===== src/rtl/bch_flip_pkg.sv =====
package bch_flip_pkg;
  typedef enum logic [2:0] {
    ST_IDLE, ST_COLL, ST_CHECK, ST_ACT, ST_WB, ST_DONE
  } flip_state_t;

  typedef enum logic [1:0] {
    K_DATA, K_ECC, K_BAD
  } flip_kind_t;
endpackage


===== src/rtl/bch_loc_map.sv =====
module bch_loc_map #(
  parameter int SECTOR = 512,
  parameter int CODE8  = 13,
  parameter int CODE16 = 26,
  parameter int LOC_W  = 13,
  parameter int POS_W  = 10,
  parameter int ADDR_W = 9,
  parameter int IDX_W  = 5
) (
  input  logic                     mode,
  input  logic [LOC_W-1:0]         loc,
  output bch_flip_pkg::flip_kind_t kind,
  output logic [ADDR_W-1:0]        addr,
  output logic [IDX_W-1:0]         eidx,
  output logic [7:0]               mask
);
  localparam int LB_W = LOC_W - 3;
  localparam int CW_W = (LB_W > POS_W) ? LB_W : POS_W;

  logic [CW_W-1:0] lbyte, limit, pos, epos;

  always_comb begin
    lbyte = CW_W'(loc[LOC_W-1:3]);
    limit = mode ? CW_W'(SECTOR + CODE16) : CW_W'(SECTOR + CODE8);
    pos   = limit - CW_W'(1) - lbyte;
    epos  = pos - CW_W'(SECTOR);
    mask  = 8'(1) << loc[2:0];
    addr  = pos[ADDR_W-1:0];
    eidx  = epos[IDX_W-1:0];
    if (lbyte >= limit)              kind = bch_flip_pkg::K_BAD;
    else if (pos < CW_W'(SECTOR))    kind = bch_flip_pkg::K_DATA;
    else                             kind = bch_flip_pkg::K_ECC;
  end
endmodule


===== src/rtl/bch_code_store.sv =====
module bch_code_store #(
  parameter int CODE8  = 13,
  parameter int CODE16 = 26,
  parameter int IDX_W  = 5
) (
  input  logic             clk,
  input  logic             rst,
  input  logic             mode,
  input  logic             ld_en,
  input  logic             ld_sel,
  input  logic [IDX_W-1:0] ld_idx,
  input  logic [7:0]       ld_data,
  input  logic             flip_en,
  input  logic [IDX_W-1:0] flip_idx,
  input  logic [7:0]       flip_mask,
  input  logic             rd_sel,
  input  logic [IDX_W-1:0] rd_idx,
  output logic [7:0]       rd_data,
  output logic             clean,
  output logic             erased
);
  logic [7:0] syn [CODE16];
  logic [7:0] sto [CODE16];
  logic all_zero, all_ff;
  logic [IDX_W-1:0] top_i, rev_i;

  always_comb begin
    all_zero = 1'b1;
    all_ff   = 1'b1;
    for (int i = 0; i < CODE16; i++) begin
      if (mode || i < CODE8) begin
        if (syn[i] != 8'h00) all_zero = 1'b0;
        if (sto[i] != 8'hFF) all_ff   = 1'b0;
      end
    end
  end

  always_comb begin
    top_i = mode ? IDX_W'(CODE16 - 1) : IDX_W'(CODE8 - 1);
    rev_i = (rd_idx <= top_i) ? (top_i - rd_idx) : rd_idx;
  end

  always_ff @(posedge clk) begin
    if (rst) begin
      for (int i = 0; i < CODE16; i++) begin
        syn[i] <= 8'h00;
        sto[i] <= 8'h00;
      end
      rd_data <= 8'h00;
      clean   <= 1'b0;
      erased  <= 1'b0;
    end else begin
      if (ld_en) begin
        if (ld_sel) sto[ld_idx] <= ld_data;
        else        syn[ld_idx] <= ld_data;
      end else if (flip_en) begin
        sto[flip_idx] <= sto[flip_idx] ^ flip_mask;
      end
      rd_data <= rd_sel ? sto[rd_idx] : syn[rev_i];
      clean   <= all_zero;
      erased  <= !all_zero && all_ff;
    end
  end
endmodule


===== src/rtl/bch_flip_apply.sv =====
module bch_flip_apply #(
  parameter int SECTOR = 512,
  parameter int CODE8  = 13,
  parameter int CODE16 = 26,
  parameter int MAX8   = 8,
  parameter int MAX16  = 16,
  localparam int IDX_W  = $clog2(CODE16),
  localparam int ADDR_W = $clog2(SECTOR),
  localparam int POS_W  = $clog2(SECTOR + CODE16),
  localparam int LOC_W  = $clog2(8 * (SECTOR + CODE16)),
  localparam int CNT_W  = $clog2(MAX16 + 1)
) (
  input  logic              clk,
  input  logic              rst,
  input  logic              mode_i,
  input  logic              ld_valid_i,
  input  logic              ld_sel_i,
  input  logic [IDX_W-1:0]  ld_idx_i,
  input  logic [7:0]        ld_data_i,
  input  logic              rd_sel_i,
  input  logic [IDX_W-1:0]  rd_idx_i,
  output logic [7:0]        rd_data_o,
  output logic              clean_o,
  output logic              erased_o,
  input  logic              loc_valid_i,
  input  logic [LOC_W-1:0]  loc_i,
  input  logic              loc_last_i,
  input  logic              loc_fail_i,
  output logic              mem_rd_o,
  output logic              mem_we_o,
  output logic [ADDR_W-1:0] mem_addr_o,
  output logic [7:0]        mem_wdata_o,
  input  logic [7:0]        mem_rdata_i,
  output logic              busy_o,
  output logic              done_o,
  output logic              err_o,
  output logic [CNT_W-1:0]  count_o
);
  import bch_flip_pkg::*;
  localparam int LI_W = $clog2(MAX16);

  flip_state_t        st_q;
  logic [LOC_W-1:0]   list_q [MAX16];
  logic [CNT_W-1:0]   cnt_q, applied_q;
  logic [LI_W-1:0]    idx_q;
  logic               mode_q, ovf_q, fail_q, bad_q;
  logic [ADDR_W-1:0]  pos_q;
  logic [7:0]         mask_q;
  logic [CNT_W-1:0]   max_n;
  logic               last_item;

  flip_kind_t         m_kind;
  logic [ADDR_W-1:0]  m_addr;
  logic [IDX_W-1:0]   m_eidx;
  logic [7:0]         m_mask;

  bch_loc_map #(
    .SECTOR(SECTOR), .CODE8(CODE8), .CODE16(CODE16), .LOC_W(LOC_W),
    .POS_W(POS_W), .ADDR_W(ADDR_W), .IDX_W(IDX_W)
  ) map_i (
    .mode(mode_q), .loc(list_q[idx_q]), .kind(m_kind),
    .addr(m_addr), .eidx(m_eidx), .mask(m_mask)
  );

  logic ecc_flip;
  assign ecc_flip = (st_q == ST_ACT) && (m_kind == K_ECC);

  bch_code_store #(.CODE8(CODE8), .CODE16(CODE16), .IDX_W(IDX_W)) store_i (
    .clk(clk), .rst(rst), .mode(mode_i),
    .ld_en(ld_valid_i && !busy_o), .ld_sel(ld_sel_i), .ld_idx(ld_idx_i),
    .ld_data(ld_data_i), .flip_en(ecc_flip), .flip_idx(m_eidx),
    .flip_mask(m_mask), .rd_sel(rd_sel_i), .rd_idx(rd_idx_i),
    .rd_data(rd_data_o), .clean(clean_o), .erased(erased_o)
  );

  assign max_n     = mode_q ? CNT_W'(MAX16) : CNT_W'(MAX8);
  assign last_item = (CNT_W'(idx_q) == cnt_q - CNT_W'(1));

  // Location list storage: no reset so it can map to distributed RAM.
  always_ff @(posedge clk) begin
    if (st_q == ST_IDLE && loc_valid_i)
      list_q[0] <= loc_i;
    else if (st_q == ST_COLL && loc_valid_i && cnt_q != max_n)
      list_q[cnt_q[LI_W-1:0]] <= loc_i;
  end

  always_ff @(posedge clk) begin
    if (rst) begin
      st_q      <= ST_IDLE;
      cnt_q     <= '0;
      applied_q <= '0;
      idx_q     <= '0;
      mode_q    <= 1'b0;
      ovf_q     <= 1'b0;
      fail_q    <= 1'b0;
      bad_q     <= 1'b0;
      pos_q     <= '0;
      mask_q    <= '0;
    end else begin
      case (st_q)
        ST_IDLE: if (loc_valid_i) begin
          cnt_q     <= CNT_W'(1);
          mode_q    <= mode_i;
          ovf_q     <= 1'b0;
          bad_q     <= 1'b0;
          applied_q <= '0;
          fail_q    <= loc_last_i && loc_fail_i;
          st_q      <= loc_last_i ? ST_CHECK : ST_COLL;
        end
        ST_COLL: if (loc_valid_i) begin
          if (cnt_q == max_n) ovf_q <= 1'b1;
          else                cnt_q <= cnt_q + CNT_W'(1);
          if (loc_last_i) begin
            fail_q <= loc_fail_i;
            st_q   <= ST_CHECK;
          end
        end
        ST_CHECK: begin
          idx_q <= '0;
          st_q  <= (ovf_q || fail_q) ? ST_DONE : ST_ACT;
        end
        ST_ACT: begin
          if (m_kind == K_DATA) begin
            pos_q  <= m_addr;
            mask_q <= m_mask;
            st_q   <= ST_WB;
          end else begin
            if (m_kind == K_ECC) applied_q <= applied_q + CNT_W'(1);
            else                 bad_q     <= 1'b1;
            if (last_item) st_q  <= ST_DONE;
            else           idx_q <= idx_q + LI_W'(1);
          end
        end
        ST_WB: begin
          applied_q <= applied_q + CNT_W'(1);
          if (last_item) st_q <= ST_DONE;
          else begin
            idx_q <= idx_q + LI_W'(1);
            st_q  <= ST_ACT;
          end
        end
        default: st_q <= ST_IDLE;
      endcase
    end
  end

  always_comb begin
    mem_rd_o    = (st_q == ST_ACT) && (m_kind == K_DATA);
    mem_we_o    = (st_q == ST_WB);
    mem_addr_o  = (st_q == ST_WB) ? pos_q : m_addr;
    mem_wdata_o = mem_rdata_i ^ mask_q;
  end

  assign busy_o  = (st_q != ST_IDLE) && (st_q != ST_DONE);
  assign done_o  = (st_q == ST_DONE);
  assign err_o   = ovf_q || fail_q || bad_q;
  assign count_o = applied_q;
endmodule



===== config.mk =====
export PLATFORM = sky130hd
export DESIGN_NAME = bch_flip_apply
export DESIGN_NICKNAME = d
export VERILOG_FILES = /design/src/rtl/bch_flip_pkg.sv /design/src/rtl/bch_loc_map.sv /design/src/rtl/bch_code_store.sv /design/src/rtl/bch_flip_apply.sv
export SDC_FILE = /design/constraint.sdc
export NUM_CORES = 1
export LEC_CHECK = 0
export BUFFER_PORTS_ARGS = -buffer_cell sky130_fd_sc_hd__buf_4
export CORE_UTILIZATION = 45
export DETAILED_ROUTE_END_ITERATION = 10
export PLACE_DENSITY = 0.72
export SYNTH_ARGS = -nofsm -noshare
export SYNTH_HDL_FRONTEND = slang
export SYNTH_SLANG_ARGS = --single-unit

===== constraint.sdc =====
create_clock -name clk -period 18.15 [get_ports clk]
set_input_delay 3.63 -clock clk [delete_from_list [all_inputs] [get_ports clk]]
set_output_delay 3.63 -clock clk [all_outputs]
set_load 0.01 [all_outputs]

==> run metrics <==
setup tns final 0 ps; actual slew at the worst max-slew pin between 1000 and 1500 ps; crit path max fanout 46; worst skew pair latency approximately 650 ps; CP max stage cell buf_4; Setup Viol. Count Final 0; FF+latch count, synth a little under 800; # nets final between 2000 and 3000; post-cts resize count 0; Die Area about 85000 sq um; CP Cell Sequence buf_4, mux4_2, mux4_2, inv_1, ha_1, nor2b_1, o21ai_0, a21oi_1, or3b_2, mux2_2, nor2_2, buf_4, buf_4; vias in the first global route 25262; Synth cell types between 70 and 80; Slew HR about an eighth; first-pass GRT wire length 169200 microns; unrepaired setup endpoints after global routing no; CTS Sinks between 700 and 800; kind of critical path flip-flop to output port; max-cap violation count 0; number of antenna violations at the first check in global routing 6; Peak Freq approximately 110 MHz; Core Region 82500 sq um; peak supply drop 74.34 uV; # DRC 0; Syn Area/Cell 13.32 sq um; FFs w/ async S/R, synth 0%; min-delay worst type flip-flop to flip-flop; LEAKAGE roughly 14 nW; R2R setup slack roughly 11000 ps; grt total ovfl 0; Worst EP required about 15000 ps; Synth Instances ~2800; final worst path period need around 9000 ps; root buffer selected by CTS clkbuf_16; status complete, no violations; period utilisation layout between 40% and 50%; Finished Cell Area approximately 42000 sq um; skew final roughly 45 ps; final wirelength around 110000 microns; Rows 105; largest stage delay on the critical path 670 ps; CTS Hold Buffers Added 0; Mapped Nets slightly below 3000; data arrival time of the worst path roughly 5300 ps; Most common cell on crit path buf_4; TritonRoute pass-1 iters 6; gp weighted congestion between 0.9 and 1; pwr/cell area between 100 and 150 nW/um^2; CTS buffer count 84; Vias/cell between 6 and 7; die height approximately 290 microns; Post-synth top flop edfxtp_1; Starting Density a little under half; Area growth, synth to finish 11.56%; 1st-iter DRT viols 4124; H-tree levels 3; post-layout util roughly half; startpoint types flip-flop; num ports 85; CTS tree done; final antenna-violating net count 0; GRT Total Usage a little over a quarter; Cell Area, Synth around 38000 sq um; DR WL/cell ~29 microns; sequential area share after synthesis 60.12%; Clk pin slew, worst setup/hold paths approximately 60 ps; vias approximately 26000; max-slew violations 0; layout cells sized above 1 18.78%; number of buffers on the longest clock path 3; pin count of the biggest net entering global routing around 80; CP endpoint kind output port; chip width 291.4 microns; EDFF count, synth 720; Port Buf Inserts between 80 and 90; Ys Warns 0; hpwl dp around 77000 microns; Post-CTS Setup Bufs 0; Hold Fails Final Rpt 0; area post-placement ~40000 sq um
-- registers in the layout, indices dropped and copies added, names as in the netlist, named ones only --
signal and cells:
store_i.rd_data 8, idx_q 4, store_i.sto 256, mode_q 1, list_q 208, count_o 5
pos_q 9, ovf_q 1, store_i.erased 1, mask_q 8, bad_q 1, st_q 3
store_i.syn 256, cnt_q 5, fail_q 1, store_i.clean 1
-- cell families after synthesis --
group	share of synthesized area, %
AOI/OAI and AO/OA	5.848
xor gates and xnor gates	0.6041
adders and majority gates	0.5510
buffers and inverters	2.718
DFF	60.12
muxes	13.53
and+or+nand+nor	16.63
-- final timing paths --
check | cells after the start | from | endpoint
max | 13 | flip-flop | mem_rd_o
min | 2 | bad_q | bad_q
max reg2reg | 16 | flip-flop | store_i.sto[27][4]
min reg2reg | 2 | bad_q | bad_q
-- synthesized netlist by cell type (9+ instances only) --
master	count	share of area, %
edfxtp_1	720	57
nand2_1	306	3.0
and2_1	232	3.9
nor2_1	217	2.2
mux4_2	195	12
nor3_1	135	1.8
clkbuf_1	113	1.1
nand4_1	73	1.2
nand3_1	69	0.92
nor4_1	67	1.1
mux2i_1	56	1.5
a21oi_1	54	0.72
dfxtp_1	52	2.8
buf_2	42	0.56
o21ai_0	36	0.48
or2_2	31	0.51
inv_1	30	0.30
buf_1	28	0.28
a31oi_1	26	0.43
nand2b_1	25	0.41
nor2b_1	24	0.40
a211oi_1	23	0.46
a311oi_1	23	0.53
xor2_1	22	0.51
a221oi_1	18	0.42
and3_1	15	0.25
ha_1	15	0.50
o21bai_1	15	0.30
a22oi_1	14	0.28
or3_1	14	0.23
a31o_2	9	0.21
buf_6	9	0.27
-- power by group --
part / total, mW / internal, mW / switching, mW
registers: 2.03 / 1.99 / 0.0424
logic: 0.818 / 0.299 / 0.519
clock network: 1.72 / 1.01 / 0.718
-- through the flow --
step,std cells,hold WS (ps),setup slack (ps),power (mW)
2_1_floorplan,2831,431.3,9214,2.575
3_3_place_gp,3838,444.1,9876,2.847
3_5_place_dp,3838,445.2,9818,2.861
4_1_cts,3993,452.3,9110,4.562
5_1_grt,3993,496.7,8939,4.685
6_report,3996,453.6,9195,4.571
-- per-layer routing --
metal  up-vias  wire (microns)  part of all wire, %  GRT usage (%)
li1      10907               -                    -              -
met1     13026           44460                   39          37.66
met2      1892           51190                   45          40.00
met3       281           14760                   13          7.414
met4         8            4338                  3.8          9.859
met5         -              35                0.030              0
-- placed cells by master (no fill, tap or decap), types with 53 or more instances in the layout --
cell | synthesis | routed
mux4_2 | 195 | 195
nand2_1 | 306 | 306
and2_1 | 232 | 232
nor2_1 | 217 | 215
a21oi_1 | 54 | 53
nand4_1 | 73 | 73
nor3_1 | 135 | 128
clkbuf_16 | 0 | 85
edfxtp_1 | 720 | 720
nand3_1 | 69 | 69
nor4_1 | 67 | 66
buf_4 | 5 | 136
-- cell type report --
type | count | area [sq um]
timing repair buffer | 136 | 1021
tap | 1070 | 1339
fill | 6821 | 40450
sequential | 772 | 22670
inverter | 31 | 116.4
clock buffer | 110 | 2291
clock inverter | 45 | 456.7
multi-input combinational | 1829 | 14160
antenna | 3 | 7.507
-- worst max-delay path, delay by kind of cell (launching register included) --
kind	cells	cell delay, ps
flip-flops	1	440
buffers and inverters	4	1340
AO/OA/AOI/OAI	2	220
multiplexers	3	1480
adder cells (fa/ha/maj)	1	320
AND/OR/NAND/NOR	3	820
(Power assumes the default switching activity.)
